**src/rtl/nvsg_pkg.sv**
```systemverilog
package nvsg_pkg;
  localparam int SR_W    = 8;
  localparam int B_LOCK  = 7;
  localparam int B_CODEH = 4;
  localparam int B_CODEL = 2;
  localparam int B_WEL   = 1;
  localparam int B_RDY   = 0;

  typedef enum logic [2:0] {
    FENCE_NONE = 3'b000,
    FENCE_Q0   = 3'b001,
    FENCE_Q1   = 3'b010,
    FENCE_Q2   = 3'b011,
    FENCE_Q3   = 3'b100,
    FENCE_LOW  = 3'b101,
    FENCE_HEAD = 3'b110,
    FENCE_TAIL = 3'b111
  } fence_e;
endpackage

```
**src/rtl/nvsg_fence_map.sv**
```systemverilog
module nvsg_fence_map #(
  parameter int ADDR_W = 11,
  parameter int EDGE_W = 5
) (
  input  logic [2:0]        code,
  input  logic [ADDR_W-1:0] addr,
  output logic              fenced
);
  import nvsg_pkg::*;
  localparam int NQ = 4;

  logic [NQ-1:0] q_sel;
  logic          head_hit;
  logic          tail_hit;

  for (genvar gi = 0; gi < NQ; gi++) begin : g_quarter
    assign q_sel[gi] = (addr[ADDR_W-1 -: 2] == 2'(gi));
  end

  assign head_hit = (addr[ADDR_W-1:EDGE_W] == '0);
  assign tail_hit = (&addr[ADDR_W-1:EDGE_W]);

  always_comb begin
    case (code)
      FENCE_Q0:   fenced = q_sel[0];
      FENCE_Q1:   fenced = q_sel[1];
      FENCE_Q2:   fenced = q_sel[2];
      FENCE_Q3:   fenced = q_sel[3];
      FENCE_LOW:  fenced = ~addr[ADDR_W-1];
      FENCE_HEAD: fenced = head_hit;
      FENCE_TAIL: fenced = tail_hit;
      default:    fenced = 1'b0;
    endcase
  end
endmodule

```
**src/rtl/nvsg_frame_ctl.sv**
```systemverilog
module nvsg_frame_ctl (
  input  logic clk,
  input  logic rst,
  input  logic cs_n,
  input  logic wprot_n,
  input  logic busy,
  input  logic wel,
  input  logic lock,
  input  logic arr_req,
  input  logic arr_fenced,
  input  logic sr_req,
  output logic arr_permit,
  output logic sr_permit,
  output logic wr_start,
  output logic commit_any,
  output logic commit_sr
);
  logic cs_q;
  logic cs_rise;
  logic sr_locked;

  assign cs_rise    = cs_n & ~cs_q;
  assign sr_locked  = lock & ~wprot_n;
  assign commit_any = cs_rise & (arr_permit | sr_permit);
  assign commit_sr  = cs_rise & sr_permit;

  always_ff @(posedge clk) begin
    if (rst) begin
      cs_q       <= 1'b1;
      arr_permit <= 1'b0;
      sr_permit  <= 1'b0;
      wr_start   <= 1'b0;
    end else begin
      cs_q     <= cs_n;
      wr_start <= commit_any;
      if (cs_n) begin
        arr_permit <= 1'b0;
        sr_permit  <= 1'b0;
      end else begin
        if (arr_req)
          arr_permit <= wel & ~busy & ~arr_fenced;
        if (sr_req)
          sr_permit <= wel & ~busy & ~sr_locked;
        else if (sr_locked)
          sr_permit <= 1'b0;
      end
    end
  end
endmodule

```
**src/rtl/nvsg_sreg.sv**
```systemverilog
module nvsg_sreg (
  input  logic       clk,
  input  logic       rst,
  input  logic       busy,
  input  logic       wel_set,
  input  logic       wel_clr,
  input  logic       sr_req,
  input  logic [7:0] sr_wdata,
  input  logic       commit_any,
  input  logic       commit_sr,
  output logic       wel,
  output logic       lock,
  output logic [2:0] code,
  output logic [7:0] status
);
  import nvsg_pkg::*;

  logic       busy_q;
  logic       cyc;
  logic       seen;
  logic       done;
  logic       pend_lock;
  logic [2:0] pend_code;
  logic       wdata_unused;

  assign wdata_unused = ^{sr_wdata[6:5], sr_wdata[1:0]};
  assign done         = seen & ~busy;

  always_ff @(posedge clk) begin
    if (rst) begin
      busy_q    <= 1'b0;
      cyc       <= 1'b0;
      seen      <= 1'b0;
      wel       <= 1'b0;
      lock      <= 1'b0;
      code      <= '0;
      pend_lock <= 1'b0;
      pend_code <= '0;
    end else begin
      busy_q <= busy;
      if (sr_req) begin
        pend_lock <= sr_wdata[B_LOCK];
        pend_code <= sr_wdata[B_CODEH:B_CODEL];
      end
      if (commit_sr) begin
        lock <= pend_lock;
        code <= pend_code;
      end
      if (done) begin
        cyc  <= 1'b0;
        seen <= 1'b0;
      end else if (cyc & busy) begin
        seen <= 1'b1;
      end
      if (commit_any)
        cyc <= 1'b1;
      if (done)
        wel <= 1'b0;
      else if (wel_clr)
        wel <= 1'b0;
      else if (wel_set & ~busy)
        wel <= 1'b1;
    end
  end

  always_comb begin
    status         = 8'h60;
    status[B_LOCK] = lock;
    status[B_CODEH:B_CODEL] = code;
    status[B_WEL]  = wel;
    status[B_RDY]  = busy_q;
  end
endmodule

```
**src/rtl/nvm_status_guard.sv**
```systemverilog
module nvm_status_guard #(
  parameter int ADDR_W = 11,
  parameter int EDGE_W = 5
) (
  input  logic              clk,
  input  logic              rst,
  input  logic              cs_n,
  input  logic              wprot_n,
  input  logic              busy,
  input  logic              wel_set,
  input  logic              wel_clr,
  input  logic              arr_req,
  input  logic [ADDR_W-1:0] arr_addr,
  input  logic              sr_req,
  input  logic [7:0]        sr_wdata,
  output logic              arr_permit,
  output logic              sr_permit,
  output logic              wr_start,
  output logic [7:0]        status
);
  logic       wel;
  logic       lock;
  logic [2:0] code;
  logic       fenced;
  logic       commit_any;
  logic       commit_sr;

  nvsg_fence_map #(.ADDR_W(ADDR_W), .EDGE_W(EDGE_W)) u_map (
    .code   (code),
    .addr   (arr_addr),
    .fenced (fenced)
  );

  nvsg_frame_ctl u_frame (
    .clk        (clk),
    .rst        (rst),
    .cs_n       (cs_n),
    .wprot_n    (wprot_n),
    .busy       (busy),
    .wel        (wel),
    .lock       (lock),
    .arr_req    (arr_req),
    .arr_fenced (fenced),
    .sr_req     (sr_req),
    .arr_permit (arr_permit),
    .sr_permit  (sr_permit),
    .wr_start   (wr_start),
    .commit_any (commit_any),
    .commit_sr  (commit_sr)
  );

  nvsg_sreg u_sreg (
    .clk        (clk),
    .rst        (rst),
    .busy       (busy),
    .wel_set    (wel_set),
    .wel_clr    (wel_clr),
    .sr_req     (sr_req),
    .sr_wdata   (sr_wdata),
    .commit_any (commit_any),
    .commit_sr  (commit_sr),
    .wel        (wel),
    .lock       (lock),
    .code       (code),
    .status     (status)
  );
endmodule

```
**config.mk**
```make
export PLATFORM = sky130hd
export DESIGN_NAME = nvm_status_guard
export DESIGN_NICKNAME = d
export VERILOG_FILES = /design/src/rtl/nvsg_pkg.sv /design/src/rtl/nvsg_fence_map.sv /design/src/rtl/nvsg_frame_ctl.sv /design/src/rtl/nvsg_sreg.sv /design/src/rtl/nvm_status_guard.sv
export SDC_FILE = /design/constraint.sdc
export NUM_CORES = 1
export LEC_CHECK = 0
export ABC_AREA = 1
export BUFFER_PORTS_ARGS = -buffer_cell sky130_fd_sc_hd__buf_2
export CORE_MARGIN = 5
export CORE_UTILIZATION = 30
export CTS_BUF_LIST = sky130_fd_sc_hd__clkbuf_16
export DETAILED_ROUTE_END_ITERATION = 12
export PLACE_DENSITY_LB_ADDON = 0.3
export SYNTH_ARGS = -nofsm -noshare
export SYNTH_HDL_FRONTEND = slang
export SYNTH_SLANG_ARGS = --single-unit
```
**constraint.sdc**
```tcl
create_clock -name clk -period 1 [get_ports clk]
set_input_delay 0.1 -clock clk [delete_from_list [all_inputs] [get_ports clk]]
set_output_delay 0.1 -clock clk [all_outputs]
set_load 0.03 [all_outputs]
```
==> results of run 1 <==
## final cells by class
cell class / instances / area [um2] / area share [%]
clock inverter: 1 / 3.75 / 0.403
inverter: 12 / 47.5 / 5.11
clock buffer: 3 / 75.1 / 8.06
sequential: 16 / 327 / 35.1
timing repair buffer: 29 / 150 / 16.1
tap: 28 / 35.0 / 3.76
multi-input combinational: 62 / 293 / 31.5
## critical path, stage by stage (launching register included)
cell     delay [ps]
dfxtp_4         350
inv_4            40
nor2_4          100
nand3_2          60
nand2_1          70
nand2_1          40
nand2_1          50
nand2_1          40
nand2_1          70
a21oi_2          50
## cells in the mapped netlist
cell type  count
a21oi_2        1
nand2_1       16
nor2_1        19
buf_4          5
conb_1         1
inv_2          1
nor2_2         1
nand3_1        2
dfxtp_1       16
inv_1         11
nor4_1         1
o21a_1         1
a21oi_1        5
a31o_2         1
o21ai_0        9
nor3_1         1
clkbuf_2       1
nand4_1        2
nand2_2        1
## sequential cells by signal, summed over array words and instances, names as in the netlist
signal	flops
u_sreg.code	3
u_frame.arr_permit	1
u_frame.cs_q	1
u_sreg.seen	1
u_sreg.wel	1
u_sreg.pend_code	3
u_frame.sr_permit	1
u_sreg.lock	1
u_frame.wr_start	1
u_sreg.busy_q	1
u_sreg.pend_lock	1
u_sreg.cyc	1
## metrics by stage
step                      setup TNS (ps)  hold WS, ps
after global placement                 0          267
after global routing               -53.7         8.14
final                                  0         10.6
after CTS                              0         8.60
after detailed placement               0          270
after floorplan                    -35.8          178
## final timing paths
path	end	slack [ps]	from
worst min-delay path	u_sreg.wel	10	wel_clr
worst max-delay path	u_frame.arr_permit	9	u_sreg.code[2]
worst min register to register	u_sreg.seen	470	u_sreg.cyc
worst max register to register	u_frame.arr_permit	9	u_sreg.code[2]
## metal layers
metal	vias up	track usage [%]
met5	-	0
met4	0	8.94
met3	5	2.45
met2	14	15.5
met1	288	10.2
li1	350	-
## logic make-up (layout without fill, tap and decap cells)
group | Yosys count | after routing
AO/OA/AOI/OAI | 17 | 17
buffers and inverters | 18 | 45
flip-flops | 16 | 16
other | 1 | 2
AND/OR/NAND/NOR | 43 | 43
## where the power goes
| group | internal, uW | switching [uW] |
|---|---|---|
| combinational | 54.3 | 83.8 |
| clock | 530 | 238 |
| sequential | 657 | 8.55 |
## timing repair
item,CTS,global route
buffers inserted,0,1
endpoints found under the setup margin,0,5
resized for setup,0,6
hold buffers,0,0
==> flow_summary_export.csv, run 1 <==
group,metric,value,unit
global_routing,grt_pass1_wl,2460,um
final_layout,area_growth,36.0,%
outcome,status,"finished clean",
global_routing,antenna_found_initial,0,
detailed_routing,first_pass_iters,4,
job,max_cap_viol_count,0,
detailed_routing,wl_met2,719,um
timing,final_max_slew_viol_count,0,
final_layout,antenna_cells,0,
worst_setup_path,r2r_cells,9,
worst_setup_path,start_kind,"register",
clock_tree,clock_latency,240,ps
final_layout,final_common_cell,"buf_2",
placed_design,dpl.hpwl,1160,um
worst_setup_path,endpoint_kind,"register",
logic_synthesis,yosysWarnings,0,
clock_tree,cts_tree,"built",
pwr,design_power_total,1570,uW
timing,finalClockSkew,2.95,ps
clock_tree,cts.htree.levels,1,
global_routing,grt_usage,9.63,%
detailed_routing,ant_nets,0,
logic_synthesis,seq_area_frac_synth,46.8,%
logic_synthesis,post-synth-top-area-cell,"dfxtp_1",
floorplan,die_y,57.8,um
logic_synthesis,syn_inst,95,
logic_synthesis,synth.distinct_cells,19,
placed_design,io_buffers,27,
final_layout,finalNetCount,152,
logic_synthesis,ys_ff_latch,16,
final_layout,n_fill_cell,242,
clock_tree,cts_root_buf,"clkbuf_16",
detailed_routing,vias,657,
logic_synthesis,synth_top_area_share,46.8,%
timing,fin_crit_sh,99.1,%
timing,grt_setup_unrepaired,"yes",
pwr,peakVddDrop,0.786,mV
logic_synthesis,synth_top_family_by_area,"simple AND/OR/NAND/NOR gates",
floorplan,rows,17,
final_layout,final_util,42.5,%
hold_path,hp-class,"in2reg",
global_routing,grt_pass1_vias,628,
detailed_routing,first_iter_violations,5,
detailed_routing,top_layer_used,"met4",
detailed_routing,drt-total-wl,1460,um
pwr,power.density,1690,nW/um2
floorplan,fp.dieW,57.8,um
pwr,leakagePower,0.000463,uW
timing,hold_viol_final,0,
floorplan,pin_count,39,
worst_setup_path,critPathKind,"reg2reg",
detailed_routing,wl_met1,599,um
timing,fmax,1010,MHz
detailed_routing,via_per_inst,4.35,
final_layout,finalInstanceArea,931,um2
worst_setup_path,cp_max_fo,3,
logic_synthesis,synthTopCellsByArea,"dfxtp_1, nor2_1, nand2_1",
final_layout,layout_common_cells,"buf_2, nor2_1, nand2_1, dfxtp_1, inv_1",
global_routing,grt_overflow,0,
clock_tree,clock-sinks,16,
placed_design,place_area,830,um2
timing,min_period,991,ps
logic_synthesis,synthXorXnorAreaFrac,0,%
floorplan,core,2190,um2
detailed_routing,routedWlPerCell,9.64,um
floorplan,start_util,31.2,%
worst_setup_path,arrival,1130,ps
hold_path,hold_depth,2,
logic_synthesis,synth_compound_area_share,13.9,%
timing,finalSetupViolations,0,
floorplan,die_area,3340,um2
final_layout,drive_gt1_share,34.1,%
logic_synthesis,avgSynthCellArea,7.20,um2
logic_synthesis,synth_fa_ha_area_share,0,%
placed_design,dp_worst_setup_slack,15.0,ps
logic_synthesis,synth_mux_area_share,0,%
placed_design,gp_congestion,0.743,
timing,setup_ws,8.96,ps
clock_tree,max-clock-path-buffers,2,
clock_tree,cts_buffers,3,
logic_synthesis,yosys.area_share.simple,26.0,%
clock_tree,path_clk_slew,50,ps
logic_synthesis,synthesis.area,684,um2
global_routing,grt_max_degree,12,
detailed_routing,drc,0,
worst_setup_path,cp.required,1140,ps
placed_design,dp.cells,146,
detailed_routing,route.met3.wl,74,um
final_layout,layout.cells.non_filler,151,
Note: power is estimated with default switching activity, not from simulation.
==> run 2: changes to the inputs <==
--- a/config.mk
+++ b/config.mk
@@ -11,7 +11,7 @@
 export CORE_UTILIZATION = 30
 export CTS_BUF_LIST = sky130_fd_sc_hd__clkbuf_16
 export DETAILED_ROUTE_END_ITERATION = 12
-export PLACE_DENSITY_LB_ADDON = 0.3
+export PLACE_DENSITY = 0.59
 export SYNTH_ARGS = -nofsm -noshare
 export SYNTH_HDL_FRONTEND = slang
 export SYNTH_SLANG_ARGS = --single-unit
==> flow_summary_export.csv, run 2 (synthesized netlist as in run 1, its figures left out) <==
group,metric,value,unit
outcome,status,"finished, violations left",
outcome,violations,"negative setup slack",
timing,setup_ws,-23.4,ps
placed_design,io_buffers,27,
detailed_routing,drt-total-wl,1670,um
worst_setup_path,start_kind,"register",
detailed_routing,wl_met2,936,um
detailed_routing,drc,0,
clock_tree,cts_buffers,3,
worst_setup_path,critPathKind,"reg2reg",
timing,grt_setup_unrepaired,"yes",
timing,finalClockSkew,1.92,ps
floorplan,rows,17,
placed_design,gp_congestion,0.740,
final_layout,regArea,327,um2
floorplan,start_util,31.2,%
detailed_routing,ant_nets,0,
detailed_routing,via_per_inst,4.39,
detailed_routing,first_iter_violations,3,
global_routing,grt_usage,10.1,%
pwr,leakagePower,0.000477,uW
clock_tree,clock_latency,240,ps
timing,fin_tns_setup,-23.4,ps
timing,finalSetupViolations,1,
final_layout,layout.cells.non_filler,154,
final_layout,multi_input_area,309,um2
floorplan,core,2190,um2
final_layout,final_util,44.4,%
final_layout,layout_common_cells,"buf_2, nor2_1, nand2_1, dfxtp_1, inv_1",
timing,hold_ws,14.3,ps
placed_design,dpl.hpwl,1160,um
final_layout,final_common_cell,"buf_2",
clock_tree,clock-sinks,16,
global_routing,grt_pass1_wl,2590,um
detailed_routing,routedWlPerCell,10.8,um
worst_setup_path,cp_max_fo,3,
timing,final_max_slew_viol_count,0,
global_routing,grt_pass1_vias,646,
detailed_routing,top_layer_used,"met4",
floorplan,fp.dieW,57.8,um
timing,min_period,1020,ps
pwr,power.density,1630,nW/um2
final_layout,n_fill_cell,233,
pwr,design_power_total,1590,uW
worst_setup_path,arrival,1160,ps
detailed_routing,vias,676,
detailed_routing,first_pass_iters,4,
floorplan,die_area,3340,um2
worst_setup_path,cp.required,1140,ps
final_layout,antenna_cells,0,
detailed_routing,wl_met1,591,um
final_layout,finalNetCount,155,
clock_tree,max-clock-path-buffers,2,
floorplan,pin_count,39,
detailed_routing,route.met3.wl,82,um
timing,fmax,977,MHz
final_layout,area_growth,42.2,%
timing,hold_viol_final,0,
pwr,peakVddDrop,0.867,mV
hold_path,hp-class,"in2reg",
global_routing,antenna_found_initial,0,
placed_design,dp.cells,146,
clock_tree,cts.htree.levels,1,
clock_tree,cts_tree,"built",
job,max_cap_viol_count,0,
timing,fin_crit_sh,102,%
floorplan,die_y,57.8,um
final_layout,drive_gt1_share,39.7,%
global_routing,grt_overflow,0,
worst_setup_path,endpoint_kind,"register",
clock_tree,holdBufCountCts,0,
global_routing,grt_max_degree,12,
clock_tree,path_clk_slew,50,ps
clock_tree,cts_root_buf,"clkbuf_16",
final_layout,top_regs,"u_sreg.code (3), u_sreg.pend_code (3)",
==> run 2: repair_timing <==
action | in CTS | in global routing
endpoints found under the hold margin | 0 | 0
setup endpoints to repair | 0 | 5
resized for setup | 0 | 15
setup buffers | 0 | 4
==> run 2: metrics by stage <==
step | setup WS, ps | cell area (um2)
finish | -23.4 | 973
global route | -144 | 973
CTS | 6.67 | 908
detailed placement | 12.6 | 830
global placement | 36.0 | 830
floorplan | -35.8 | 694
==> run 2: final timing paths <==
path	startpoint	to	slack, ps	depth (start not counted)
worst max-delay path	u_sreg.code[2]	u_frame.arr_permit	-20	9
worst max register to register	u_sreg.code[2]	u_frame.arr_permit	-20	9
worst min-delay path	wel_clr	u_sreg.wel	10	2
worst min register to register	u_sreg.seen	u_sreg.seen	470	1
==> run 2: critical path, cell delays in order (launching register included) <==
cell	delay, ps
dfxtp_4	350
inv_4	50
nor2_4	100
nand3_2	80
nand2_1	70
nand2_1	50
nand2_1	60
nand2_1	40
nand2_1	80
a21oi_2	50
==> run 2: area by class of cell <==
cell class / instances / share of cell area (%)
flip-flops and latches: 16 / 33.5
multi-input cells: 62 / 31.7
clock buffers: 3 / 7.71
clock inverters: 1 / 0.386
well taps: 28 / 3.60
inverters: 12 / 4.88
repair buffers: 32 / 18.1
==> run 2: per-layer routing <==
layer	up-vias	global-route usage, %
li1	357	-
met1	297	9.89
met2	16	18.1
met3	6	3.56
met4	0	5.96
met5	-	0
==> run 2: report_power, final <==
group	leakage (uW)	switching [uW]	internal (uW)
clock network	0.0000385	240	530
registers	0.000133	9.95	657
logic	0.000306	89.2	60.7
total	0.000477	339	1250
